===== config.mk =====
export PLATFORM = sky130hd
export DESIGN_NAME = pwm_channel
export DESIGN_NICKNAME = d
export VERILOG_FILES = /design/src/rtl/pwm_pkg.sv /design/src/rtl/pwm_regs.sv /design/src/rtl/pwm_frame.sv /design/src/rtl/pwm_varfreq.sv /design/src/rtl/pwm_channel.sv
export SDC_FILE = /design/constraint.sdc
export NUM_CORES = 1
export LEC_CHECK = 0
export BUFFER_PORTS_ARGS = -buffer_cell sky130_fd_sc_hd__buf_2
export CORE_MARGIN = 4
export CORE_UTILIZATION = 55
export CTS_CLUSTER_DIAMETER = 60
export DETAILED_ROUTE_END_ITERATION = 7
export PLACE_DENSITY = 0.72
export SYNTH_ARGS = -nofsm -noshare
export SYNTH_HDL_FRONTEND = slang
export SYNTH_HIERARCHICAL = 1
export SYNTH_SLANG_ARGS = --single-unit

===== constraint.sdc =====
create_clock -name clk -period 2.7 [get_ports clk]
set_clock_uncertainty 0.05 [all_clocks]
set_input_delay 0.135 -clock clk [delete_from_list [all_inputs] [get_ports clk]]
set_output_delay 0.135 -clock clk [all_outputs]
set_load 0.02 [all_outputs]

===== src/rtl/pwm_pkg.sv =====
package pwm_pkg;

  typedef enum logic [1:0] {
    PM_OFF  = 2'd0,
    PM_STD  = 2'd1,
    PM_FAST = 2'd2,
    PM_VAR  = 2'd3
  } pwm_mode_e;

  localparam logic [1:0] REG_MODE = 2'd0;
  localparam logic [1:0] REG_DUTY = 2'd1;
  localparam logic [1:0] REG_LO   = 2'd2;
  localparam logic [1:0] REG_HI   = 2'd3;

endpackage


===== src/rtl/pwm_regs.sv =====
module pwm_regs
  import pwm_pkg::*;
#(
  parameter int DUTY_W = 8,
  parameter int PER_W  = 13
) (
  input  logic              clk,
  input  logic              rst,
  input  logic              wr_en,
  input  logic [1:0]        wr_addr,
  input  logic [PER_W-1:0]  wr_data,
  output pwm_mode_e         mode_q,
  output logic              restart,
  output logic [DUTY_W-1:0] duty_nxt,
  output logic [PER_W-1:0]  lo_nxt,
  output logic [PER_W-1:0]  hi_nxt
);

  logic [DUTY_W-1:0] duty_pend;
  logic [PER_W-1:0]  lo_pend, hi_pend;
  pwm_mode_e         mode_wr;

  assign mode_wr = pwm_mode_e'(wr_data[1:0]);
  assign restart = wr_en && (wr_addr == REG_MODE) && (mode_wr != mode_q);

  // pending values as they stand after this cycle's write (forwarded)
  assign duty_nxt = (wr_en && wr_addr == REG_DUTY) ? wr_data[DUTY_W-1:0] : duty_pend;
  assign lo_nxt   = (wr_en && wr_addr == REG_LO)   ? wr_data : lo_pend;
  assign hi_nxt   = (wr_en && wr_addr == REG_HI)   ? wr_data : hi_pend;

  always_ff @(posedge clk) begin
    if (rst) begin
      mode_q    <= PM_OFF;
      duty_pend <= '0;
      lo_pend   <= '0;
      hi_pend   <= '0;
    end else begin
      if (restart) mode_q <= mode_wr;
      duty_pend <= duty_nxt;
      lo_pend   <= lo_nxt;
      hi_pend   <= hi_nxt;
    end
  end

endmodule


===== src/rtl/pwm_frame.sv =====
module pwm_frame #(
  parameter int DUTY_W = 8
) (
  input  logic              clk,
  input  logic              rst,
  input  logic              restart,
  input  logic              run,
  input  logic [DUTY_W-1:0] duty_nxt,
  output logic [DUTY_W-1:0] duty_act,
  output logic              frame_end,
  output logic              std_lvl,
  output logic              fast_lvl
);

  logic [DUTY_W-1:0] cnt, acc;
  logic [DUTY_W:0]   sum;

  // step added per tick: duty below half, else its complement
  function automatic logic [DUTY_W-1:0] fast_step(input logic [DUTY_W-1:0] d);
    return d[DUTY_W-1] ? ~d : d;
  endfunction

  // a carry marks a pulse: high pulse below half, low pulse at or above
  function automatic logic fast_level(input logic [DUTY_W-1:0] d, input logic carry);
    return d[DUTY_W-1] ? ~carry : carry;
  endfunction

  function automatic logic std_level(input logic [DUTY_W-1:0] c, input logic [DUTY_W-1:0] d);
    return c < d;
  endfunction

  assign sum       = {1'b0, acc} + {1'b0, fast_step(duty_act)};
  assign frame_end = run && (cnt == '1);
  assign std_lvl   = std_level(cnt, duty_act);
  assign fast_lvl  = fast_level(duty_act, sum[DUTY_W]);

  always_ff @(posedge clk) begin
    if (rst) begin
      cnt      <= '0;
      acc      <= '0;
      duty_act <= '0;
    end else if (restart) begin
      cnt      <= '0;
      acc      <= '0;
      duty_act <= duty_nxt;
    end else if (run) begin
      cnt <= cnt + 1'b1;
      if (frame_end) begin
        acc      <= '0;
        duty_act <= duty_nxt;
      end else begin
        acc <= sum[DUTY_W-1:0];
      end
    end
  end

endmodule


===== src/rtl/pwm_varfreq.sv =====
module pwm_varfreq #(
  parameter int PER_W = 13
) (
  input  logic             clk,
  input  logic             rst,
  input  logic             restart,
  input  logic             run,
  input  logic [PER_W-1:0] lo_nxt,
  input  logic [PER_W-1:0] hi_nxt,
  output logic [PER_W-1:0] lo_act,
  output logic [PER_W-1:0] hi_act,
  output logic             period_end,
  output logic             var_lvl
);

  logic [PER_W-1:0] cnt, limit;
  logic             phase;   // 0 low phase, 1 high phase
  logic             phase_end;

  assign limit      = phase ? hi_act : lo_act;
  assign phase_end  = run && (cnt == limit);
  assign period_end = phase_end && phase;
  assign var_lvl    = phase;

  always_ff @(posedge clk) begin
    if (rst) begin
      cnt    <= '0;
      phase  <= 1'b0;
      lo_act <= '0;
      hi_act <= '0;
    end else if (restart) begin
      cnt    <= '0;
      phase  <= 1'b0;
      lo_act <= lo_nxt;
      hi_act <= hi_nxt;
    end else if (run) begin
      if (phase_end) begin
        cnt   <= '0;
        phase <= ~phase;
        if (phase) begin
          lo_act <= lo_nxt;
          hi_act <= hi_nxt;
        end
      end else begin
        cnt <= cnt + 1'b1;
      end
    end
  end

endmodule


===== src/rtl/pwm_channel.sv =====
module pwm_channel
  import pwm_pkg::*;
#(
  parameter int DUTY_W = 8,
  parameter int PER_W  = 13
) (
  input  logic             clk,
  input  logic             rst,
  input  logic             wr_en,
  input  logic [1:0]       wr_addr,
  input  logic [PER_W-1:0] wr_data,
  output logic             pwm_out
);

  pwm_mode_e         mode_q;
  logic              restart;
  logic [DUTY_W-1:0] duty_nxt, duty_act;
  logic [PER_W-1:0]  lo_nxt, hi_nxt, lo_act, hi_act;
  logic              frame_end, var_period_end;
  logic              std_lvl, fast_lvl, var_lvl;
  logic              frame_run, var_run;

  assign frame_run = (mode_q == PM_STD) || (mode_q == PM_FAST);
  assign var_run   = (mode_q == PM_VAR);

  pwm_regs #(.DUTY_W(DUTY_W), .PER_W(PER_W)) i_regs (
    .clk(clk), .rst(rst), .wr_en(wr_en), .wr_addr(wr_addr), .wr_data(wr_data),
    .mode_q(mode_q), .restart(restart),
    .duty_nxt(duty_nxt), .lo_nxt(lo_nxt), .hi_nxt(hi_nxt)
  );

  pwm_frame #(.DUTY_W(DUTY_W)) i_frame (
    .clk(clk), .rst(rst), .restart(restart), .run(frame_run),
    .duty_nxt(duty_nxt), .duty_act(duty_act), .frame_end(frame_end),
    .std_lvl(std_lvl), .fast_lvl(fast_lvl)
  );

  pwm_varfreq #(.PER_W(PER_W)) i_var (
    .clk(clk), .rst(rst), .restart(restart), .run(var_run),
    .lo_nxt(lo_nxt), .hi_nxt(hi_nxt), .lo_act(lo_act), .hi_act(hi_act),
    .period_end(var_period_end), .var_lvl(var_lvl)
  );

  always_comb begin
    unique case (mode_q)
      PM_STD:  pwm_out = std_lvl;
      PM_FAST: pwm_out = fast_lvl;
      PM_VAR:  pwm_out = var_lvl;
      default: pwm_out = 1'b0;
    endcase
  end

endmodule


**Word level (Yosys, flattened, before mapping)**

Cells that the tools add are included.

- Register bits after elaboration: 100
- Bits of input ports: 18
- Output and inout port bits: 1
- Word-level logic and storage cells: 65

- Add/subtract/negate cells: 3
- $lt $le $gt $ge: 1
- Eq/ne operators: 9
- Mux-type cells: 20
- Bitwise gates (word level): 3
- Reduce and logical (&&, ||, !) cells: 18

Operator list:

| operator | number |
|---|---|
| 2-to-1 mux 13 bit | 12 |
| 2-to-1 mux 8 bit | 6 |
| adder 13 x 1 -> 13 bit, second input constant | 1 |
| == test 13 bit | 1 |
| nonzero test 2 bit | 5 |
| adder 8 x 8 -> 9 bit | 1 |
| adder 8 x 1 -> 8 bit, second input constant | 1 |
| == test 2 bit, second input constant | 4 |
| == test 8 bit, second input constant | 1 |
| < comparator 8 bit | 1 |
| inverter 8 bit | 1 |
| logical AND 1 bit | 7 |
| == test 2 x 1 -> 1 bit, second input constant | 2 |
| AND reduction 2 bit | 2 |
| one-hot mux 1 bit (3 select lines) | 1 |
| AND reduction 3 bit | 1 |
| zero test 2 bit | 1 |
| inequality test 2 bit | 1 |
| inverter 1 bit | 2 |
| OR reduction 2 bit | 1 |
| logical OR 1 bit | 1 |
| 2-to-1 mux 1 bit | 1 |

**Longest topological paths before layout**

Gate-level depths: netlist of the first run.

- Depth after elaboration: 7
- Mapped depth: 12
- Gate-level depth less buffers: 11

**Modules after synthesis**

Netlist of the first run, hierarchy kept.

Modules (own cells, without submodules):

| module | times used | cells each | area an instance (µm²) | seq. area each (µm²) |
|---|---|---|---|---|
| pwm_regs | 1 | 176 | 1956.9 | 720.7 |
| pwm_varfreq | 1 | 188 | 1868.0 | 800.8 |
| pwm_frame | 1 | 182 | 1571.5 | 480.5 |
| pwm_channel | 1 | 8 | 71.3 | 0.0 |

**Worst setup path before layout of the first run**

No wires, ideal clock.

- Path type: register to output
- Start: register i_frame.duty_act[7]
- End: output port pwm_out
- Arrival time: 2347 ps
- Data required time: 2515 ps
- Path slack: 168 ps
- Cell stages (with the launch flop): 13
- Cell sequence: dfxtp_1 buf_2 xor2_1 ha_1 inv_1 fa_1 nor2b_1 o31ai_1 a21boi_0 o21ai_1 xnor2_1 a222oi_1 nor2_1

- Word-level cells in the longest chain between the ends: 6
- Elaborated cells on any way between the ends: 7
- Classes of those cells: add/sub: 1; order compare: 1; mux: 3; bitwise: 2

Ends and longest elaborated chain:

| what | line | source |
|---|---|---|
| start: declaration | pwm_frame.sv:9 | `output logic [DUTY_W-1:0] duty_act,` |
| start signal: assignment | pwm_frame.sv:45 | `duty_act <= duty_nxt;` |
| start signal: assignment | pwm_frame.sv:50 | `duty_act <= duty_nxt;` |
| inverter 8 bit | pwm_frame.sv:20 | `return d[DUTY_W-1] ? ~d : d;` |
| 2-to-1 mux 8 bit | pwm_frame.sv:20 |  |
| adder 8 x 8 -> 9 bit | pwm_frame.sv:32 | `assign sum = {1'b0, acc} + {1'b0, fast_step(duty_act)};` |
| inverter 1 bit | pwm_frame.sv:25 | `return d[DUTY_W-1] ? ~carry : carry;` |
| 2-to-1 mux 1 bit * | pwm_frame.sv:25 |  |
| via fast_lvl | pwm_channel.sv:20 | `logic std_lvl, fast_lvl, var_lvl;` |
| one-hot mux 1 bit (3 select lines) * | pwm_channel.sv:45 | `unique case (mode_q)` |
| end: declaration | pwm_channel.sv:12 | `output logic pwm_out` |

The timed path passes the listed nets; every way through them passes the cells marked *.

**Worst setup path in the final report of the first run**

- Start: register i_frame.duty_act[0]
- End: output port pwm_out

- Word-level cells in the longest chain between the ends: 6
- Elaborated cells on any way between the ends: 7
- Classes of those cells: add/sub: 1; order compare: 1; mux: 3; bitwise: 2

Ends and longest elaborated chain:

| what | line |
|---|---|
| inverter 8 bit | pwm_frame.sv:20 |
| 2-to-1 mux 8 bit * | pwm_frame.sv:20 |
| adder 8 x 8 -> 9 bit * | pwm_frame.sv:32 |
| inverter 1 bit | pwm_frame.sv:25 |
| 2-to-1 mux 1 bit * | pwm_frame.sv:25 |
| via fast_lvl | pwm_channel.sv:20 |
| one-hot mux 1 bit (3 select lines) * | pwm_channel.sv:45 |

Marked as above.

==> results by stage, run 1 <==
Timing:
- Setup repair after global routing could not meet its margin everywhere.
- Setup violations remaining at the end of the flow were counted as 1.
- The timing-limited maximum frequency is around 0.35 GHz.
- The final hold violation count was 0.
- Setup slack on the critical path of the routed design comes to -0.194 ns.
- In the finished design, the share of the clock period the worst path needs comes to 107%.
- The clock period minus final worst setup slack is between 2 and 3 ns.
- The number of max-slew violations in the final report was 0.
- At the pin with the least slew margin, the transition time is slightly below 0.7 ns.
- In this run the tightest slew margin relative to its limit is a little over half.
- The tightest hold path in the finished design has a slack of just over 0.03 ns.

Pwr:
- The internal portion of the total power is approximately 0.0021 W.
- The switching portion of total power is 24.5%.
- The power per cell area is ~460 nW/µm².
- The relative contribution of sequential cells to total power is between 50% and 60%.
- The static leakage is between 2 and 3 nW.
- The largest vdd supply drop is 0.552 mV.
- The share of total power dissipated in the clock network is 36.0%.
- Combinational cells account for between 8 and 9% of the total power.
- In this run the power spent charging and discharging nets is about 0.00067 W.

Setup path:
- The delay of the slowest cell on the worst path is between 0.3 and 0.4 ns.
- Data arrives at the worst endpoint at 2.71 ns.
- The cell with the biggest individual delay on the critical path is dfxtp_4.
- The critical path in this run is classified as register to output port.
- The startpoint class of the critical path is a register.
- The sum of buffers and inverters on the critical path is 2.
- STA classifies the critical path endpoint as an output port.
- In this run the worst path has a maximum fanout of 3.
- Walking the worst path, the cells encountered are xor2_2, ha_2, inv_2, fa_2, nor2b_4, o31ai_4, a21boi_1, o21ai_1, xnor2_1, a222oi_1, nor2_1, buf_4.
- Broken down by cell family, the worst path's largest delay share belongs to compound AO/OA/AOI/OAI gates.
- For the worst setup path, the data required time is ~2.5 ns.

Synthesis:
- The mapped cell area is roughly 5500 µm².
- The gate count after technology mapping is 550.
- The mean post-synth cell area is just under 10 µm².
- The Yosys step of the flow raised 6 warnings.
- The synthesized netlist net count is 591.

Placed design:
- Buffers placed on the I/O ports in this run total 18.
- Detailed placement ended at an HPWL of about 7700 µm.
- The cell area reported after detailed placement is 5600 µm².
- The placer's final routability congestion estimate is between 0.8 and 0.9.

Finish:
- After filler insertion, the fill cell instance count of the layout stands at between 800 and 900.
- At the end of the flow, the number of nets in the layout was approximately 600.
- Across the whole layout, storage elements account for around 2000 µm².
- The area growth from synthesis to layout is 8.54%.
- 0 antenna diodes ended up in the layout.
- Summing all multi-input logic gate instances after layout gives 3250 µm².
- The area of all placed cells without fillers is slightly below 6000 µm².
- Of the cells placed in the final design, the portion with a size suffix greater than 1 is 20.1%.

Floorplanning:
- The core region is slightly below 10000 µm².
- The die covers 11600 µm².
- The number of standard-cell rows in the floorplan is 36.
- The die is 108 µm tall.
- The x dimension of the die is about 110 µm.
- The I/O pin total is 19.
- The effective utilization at floorplan is a little under three fifths.

Detailed routing:
- Dividing the detail-routed via count by the number of cells gives about 5.4.
- The mean routed wirelength per cell is roughly 15 µm.
- The remaining number of nets flagged by the antenna check after routing is 0.
- The count of vias placed by the detailed router is 3800.
- The DRC violation count after routing is 0.
- The number of design-rule violations left by the first detailed-router iteration is ~150.
- The routed wire length is between 10000 and 15000 µm.
- The number of detailed-route iterations in the first pass is 4.

Global route:
- The via count of the first global-routing pass is about 4000.
- The first global-routing pass estimated roughly 19000 µm of wire.
- The total overflow left after global routing is 0.
- Entering global routing, the biggest net connects 40 pins.
- The all-layer global routing usage is around a fifth.
- The initial antenna violation count is 0.

CTS:
- The TritonCTS clock tree is done.
- The clock sink count is 100.
- The clock latency reported for the late side of the worst-skew pair is about 0.38 ns.
- The clock transition at the register clock pins on the worst setup and hold paths after CTS is 0.09 ns.
- Counting the buffers created by CTS gives 9.
- The H-tree was split into 3 levels.
- The clock tree root buffer cell is clkbuf_8.
- The maximum clock insertion buffer count is 2.

Outcome:
- The flow ran to the end, but the final reports show violations.
- The final reports fail on negative setup slack.

Job:
- Max-cap violations in this run came to 0.

Worst hold path:
- The min-delay analysis places its worst path in the category input port to register.
-- per-layer routing --
metal	track usage, %	up-vias	share of wire, %
li1	-	1915	-
met1	26.3	1817	47
met2	33.9	57	48
met3	5.58	11	3.6
met4	5.50	0	1.2
met5	0	-	0
-- worst register-to-register path: stages, from the launching register on --
cell and delay (ns):
dfxtp_1 0.36, buf_12 0.18, mux2i_1 0.40, o21ai_0 0.17
nor4_2 0.44, a41oi_4 0.15, buf_4 0.30, mux2i_1 0.22
nor2_1 0.06
-- placed cells by master (no fill, tap or decap), types with 10 or more instances in the layout --
cell type  instances
a21oi_1           12
buf_2             17
buf_4             11
clkbuf_8          10
dfxtp_1           98
ha_1              21
inv_1             13
mux2_2            30
mux2i_1           74
nand2_1           26
nand2b_1          56
nor2_1            51
xnor2_1           22
xor2_1            16
-- flip-flops by register name, summed over array words and instances, names as in the netlist --
name,flops
i_frame/acc,8
i_frame/cnt,8
i_frame/duty_act,8
i_regs/duty_pend,8
i_regs/hi_pend,13
i_regs/lo_pend,13
i_regs/mode_q,2
i_var/cnt,13
i_var/hi_act,13
i_var/lo_act,13
i_var/var_lvl,1
-- power by group through the flow --
stage          Clock [W]  Sequential, W  Combinational [W]
2_1_floorplan          0        0.00155           0.000184
3_3_place_gp           0        0.00155           0.000230
3_5_place_dp           0        0.00155           0.000235
4_1_cts          0.00103        0.00152           0.000241
5_1_grt          0.00107        0.00152           0.000266
6_report        0.000988        0.00151           0.000241
-- layout make-up --
cell class	instances	share of cell area (%)
Multi-Input combinational cell	408	54.9
Sequential cell	100	34.0
Timing Repair Buffer	34	4.04
Tap cell	133	2.81
Clock buffer	10	2.33
Clock inverter	6	1.12
Inverter	14	0.888
-- metrics by stage --
step | std cells | power (W) | utilization, % | setup TNS [ns] | setup slack [ns]
floorplan | 550 | 0.00173 | - | 0 | 0.168
global placement | 683 | 0.00178 | 57.6 | 0 | 0.142
detailed placement | 683 | 0.00179 | 57.6 | 0 | 0.0574
CTS | 705 | 0.00278 | 60.4 | -0.193 | -0.193
global route | 705 | 0.00286 | 60.8 | -0.354 | -0.354
finish | 705 | 0.00274 | 60.8 | -0.194 | -0.194
-- repair_timing --
action,CTS,global route
setup endpoints to repair,1,1
resized for setup,7,9
hold endpoints to repair,6,0
pin swaps,3,0
setup buffers,2,0
hold buffers,4,0
-- final timing paths --
| kind | startpoint | endpoint | slack [ns] | depth (start not counted) |
|---|---|---|---|---|
| max | i_frame/duty_act[0] | pwm_out | -0.19 | 12 |
| min | wr_data[10] | i_regs/hi_pend[10] | 0.03 | 3 |
| max reg2reg | i_var/var_lvl | i_var/lo_act[11] | 0.26 | 8 |
| min reg2reg | i_regs/lo_pend[12] | i_regs/lo_pend[12] | 0.43 | 2 |
Power figures use the tool's default switching activity.
==> run 2, diff against run 1 <==
ABC_AREA = 1   (was unset)
==> results by stage, run 2 <==
Setup path:
- Grouping stages by cell kind, the critical path spends the most delay in adder cells.
- The data arrival time of the worst path is 2.44 ns (-0.27 ns).
- The critical path is of the register to output port type.
- The startpoint class of the critical path is a register.
- The sum of buffers and inverters on the critical path was 4 (+2).
- The delay of the slowest cell on the worst path was 0.39 ns (+0.02 ns).
- STA classifies the critical path endpoint as an output port.
- The most repeated library cell on the critical path is nand2_1.
- The biggest fanout along the worst timing path is 2 (-1).
- For this design, the slowest cell found on the critical path is fa_2.
- The critical path goes through xor2_1, ha_2, inv_2, fa_2, inv_2, nand3_2, nand2_2, nand4_1, nand2_1, xor2_1, nand2_1, nand3_1, nand2_1, inv_1, buf_6.
- The required time of the worst setup path is 2.52 ns (about the same).

Placed design:
- The half-perimeter wire length of the detailed placement result was 9250 µm (+20%).
- The placer's final routability congestion estimate is 0.917 (+11%).
- The count of input and output buffers is 18 (unchanged).
- The cell area reported after detailed placement is 5930 µm² (+5.9%).
- The number of instances in the placed design came to 1032 (+51%).

Pwr:
- The largest vdd supply drop is 0.403 mV (-27%).
- The static leakage was 3.27 nW (+28%).
- The power per cell area came to 476 nW/µm² (+2.7%).

Global route:
- The via count of the first global-routing pass is 4665 (+18%).
- The largest net degree at the start of global routing is 54 (+35%).
- The initial antenna violation count is 0 (unchanged).
- The aggregate global routing overflow is 0 (unchanged).
- The first-pass GRT wire length is 22100 µm (+18%).
- The all-layer global routing usage was 21.4% (+0.89 points).

Finish:
- The net count reported at finish was 955 (+57%).
- The antenna diode count came to 0 (unchanged).
- The area of all placed cells without fillers is 6230 µm² (+5.3%).
- The number of fill cells in the layout came to 1000 (+19%).
- Leaving out fill and tap cells, the most frequent cell in the layout is nand2_1.
- In the layout the commonest cells are 256 x nand2_1, 154 x inv_1, 105 x nor2_1, 98 x dfxtp_1, 71 x nand3_1.
- The share of the core filled with cells is 60.1% (-0.75 points).
- The layout cell share with drive strength beyond 1 came to 9.25% (-11 points).
- From synthesis to final layout, the design area changed by 6.25%.
- The final cell count without fillers is 1055 (+50%).

Floorplanning:
- The I/O pin total came to 19 (unchanged).
- The x dimension of the die is 111 µm (+3.4%).
- The full die area is 12400 µm² (+7.0%).
- The number of standard-cell rows in the floorplan is 37 (+2.8%).
- The effective utilization at floorplan came to 56.5% (+0.50 points).
- The core footprint is 10400 µm² (+6.6%).
- The y dimension of the die is 111 µm (+3.4%).

CTS:
- The clock buffer count from CTS came to 9 (unchanged).
- In this run the clock root is driven by a clkbuf_8.
- The maximum clock insertion buffer count is 2 (unchanged).
- The clock sink count is 100 (unchanged).
- The TritonCTS clock tree is done.
- The clock latency reported for the late side of the worst-skew pair is 0.38 ns (about the same).
- The number of H-tree levels was 3 (unchanged).
- The clock transition at the register clock pins on the worst setup and hold paths after CTS is 0.11 ns (+0.02 ns).

Synthesis:
- The count of yosys warnings during synthesis came to 6 (unchanged).
- The gate count after technology mapping is 906 (+65%).
- The synthesized netlist net count is 947 (+60%).
- The mean post-synth cell area is 6.47 µm² (-35%).
- The mapped cell area is 5860 µm² (+7.5%).

Timing:
- The sum of negative setup slack came to 0 ns (+0.194 ns).
- The clock period minus final worst setup slack was 2.63 ns (-0.264 ns).
- The final hold violation count was 0 (unchanged).
- Setup repair after global routing could not meet its margin everywhere.
- The period utilization is 97.4% (-9.8 points).
- The number of max-slew violations in the final report is 0 (unchanged).
- The final count of negative-setup-slack endpoints came to 0 (-1).
- The slew at the pin closest to its max-slew limit is 0.692 ns (+0.00826 ns).
- The timing-limited maximum frequency is 0.380 GHz (+10%).
- The relative max-transition margin is 53.6% (-0.78 points).
- The final hold slack is 0.0251 ns (-0.00583 ns).

Detailed routing:
- The number of detailed-route iterations in the first pass is 5 (+1).
- The count of vias placed by the detailed router is 5306 (+40%).
- The detail-routed via count per cell is 5.03 (-6.7%).
- The number of design-rule violations left by the first detailed-router iteration is 372 (+150%).
- The routed wire length is 12900 µm (+19%).
- The remaining number of nets flagged by the antenna check after routing is 0 (unchanged).
- The mean routed wirelength per cell was 12.2 µm (-21%).
- The DRC violation count after routing came to 0 (unchanged).

Job:
- The number of max-cap violations is 0 (unchanged).

Outcome:
- The flow ran to the end, and the final reports show no timing, DRC or antenna violations.

Worst hold path:
- The worst hold path belongs to the class input port to register.
run 2: where the power goes:
part           total [W]  switching, W  leakage [nW]  internal [W]
logic           0.000373      0.000247          2.35      0.000125
registers        0.00155     0.0000252         0.814       0.00153
clock network    0.00104      0.000568         0.107      0.000472
run 2: area by class of cell:
class	instances	area, µm²	share of cell area [%]
clock buffer	10	138	2.21
sequential	100	2000	32.2
clock inverter	6	77.6	1.25
multi-input combinational	606	3000	48.2
tap	136	170	2.73
inverter	163	617	9.90
timing repair buffer	34	219	3.52
run 2: final timing paths:
check | startpoint | endpoint | slack [ns] | cells after the start
max | i_frame/duty_act[0] | pwm_out | 0.07 | 15
min reg2reg | i_frame/acc[0] | i_frame/acc[0] | 0.44 | 2
max reg2reg | i_var/var_lvl | i_var/hi_act[11] | 0.34 | 12
min | wr_data[0] | i_regs/mode_q[0] | 0.03 | 3
run 2: metal layers:
| metal | GRT usage [%] | vias up | share of wire, % |
|---|---|---|---|
| met5 | 0 | - | 0 |
| met4 | 6.24 | 0 | 1.5 |
| met3 | 4.15 | 16 | 4.5 |
| met2 | 33.2 | 127 | 44 |
| met1 | 30.2 | 2348 | 50 |
| li1 | - | 2815 | - |
run 2: worst register-to-register path, cell delays in order (launching register included):
cell and delay (ns):
dfxtp_1 0.32, buf_4 0.22, inv_2 0.16, nand2_1 0.13, nand2_1 0.06, nand2_1 0.07
nand2_1 0.05, nor2_1 0.08, nand2_1 0.07, nor2_2 0.14, nand3_4 0.46, a21oi_1 0.35
nor2_1 0.07
run 2: stage by stage:
| step | setup slack, ns | power, W |
|---|---|---|
| finish | 0.0702 | 0.00297 |
| global route | -0.0989 | 0.00313 |
| CTS | 0.00239 | 0.00300 |
| detailed placement | 0.285 | 0.00195 |
| global placement | 0.288 | 0.00195 |
| floorplan | 0.424 | 0.00188 |
run 2: timing repair:
action	in CTS	in global routing
setup buffers	2	4
hold buffers	1	0
hold endpoints to repair	1	0
gates resized for setup	6	5
pin swaps	1	9
endpoints found under the setup margin	1	1
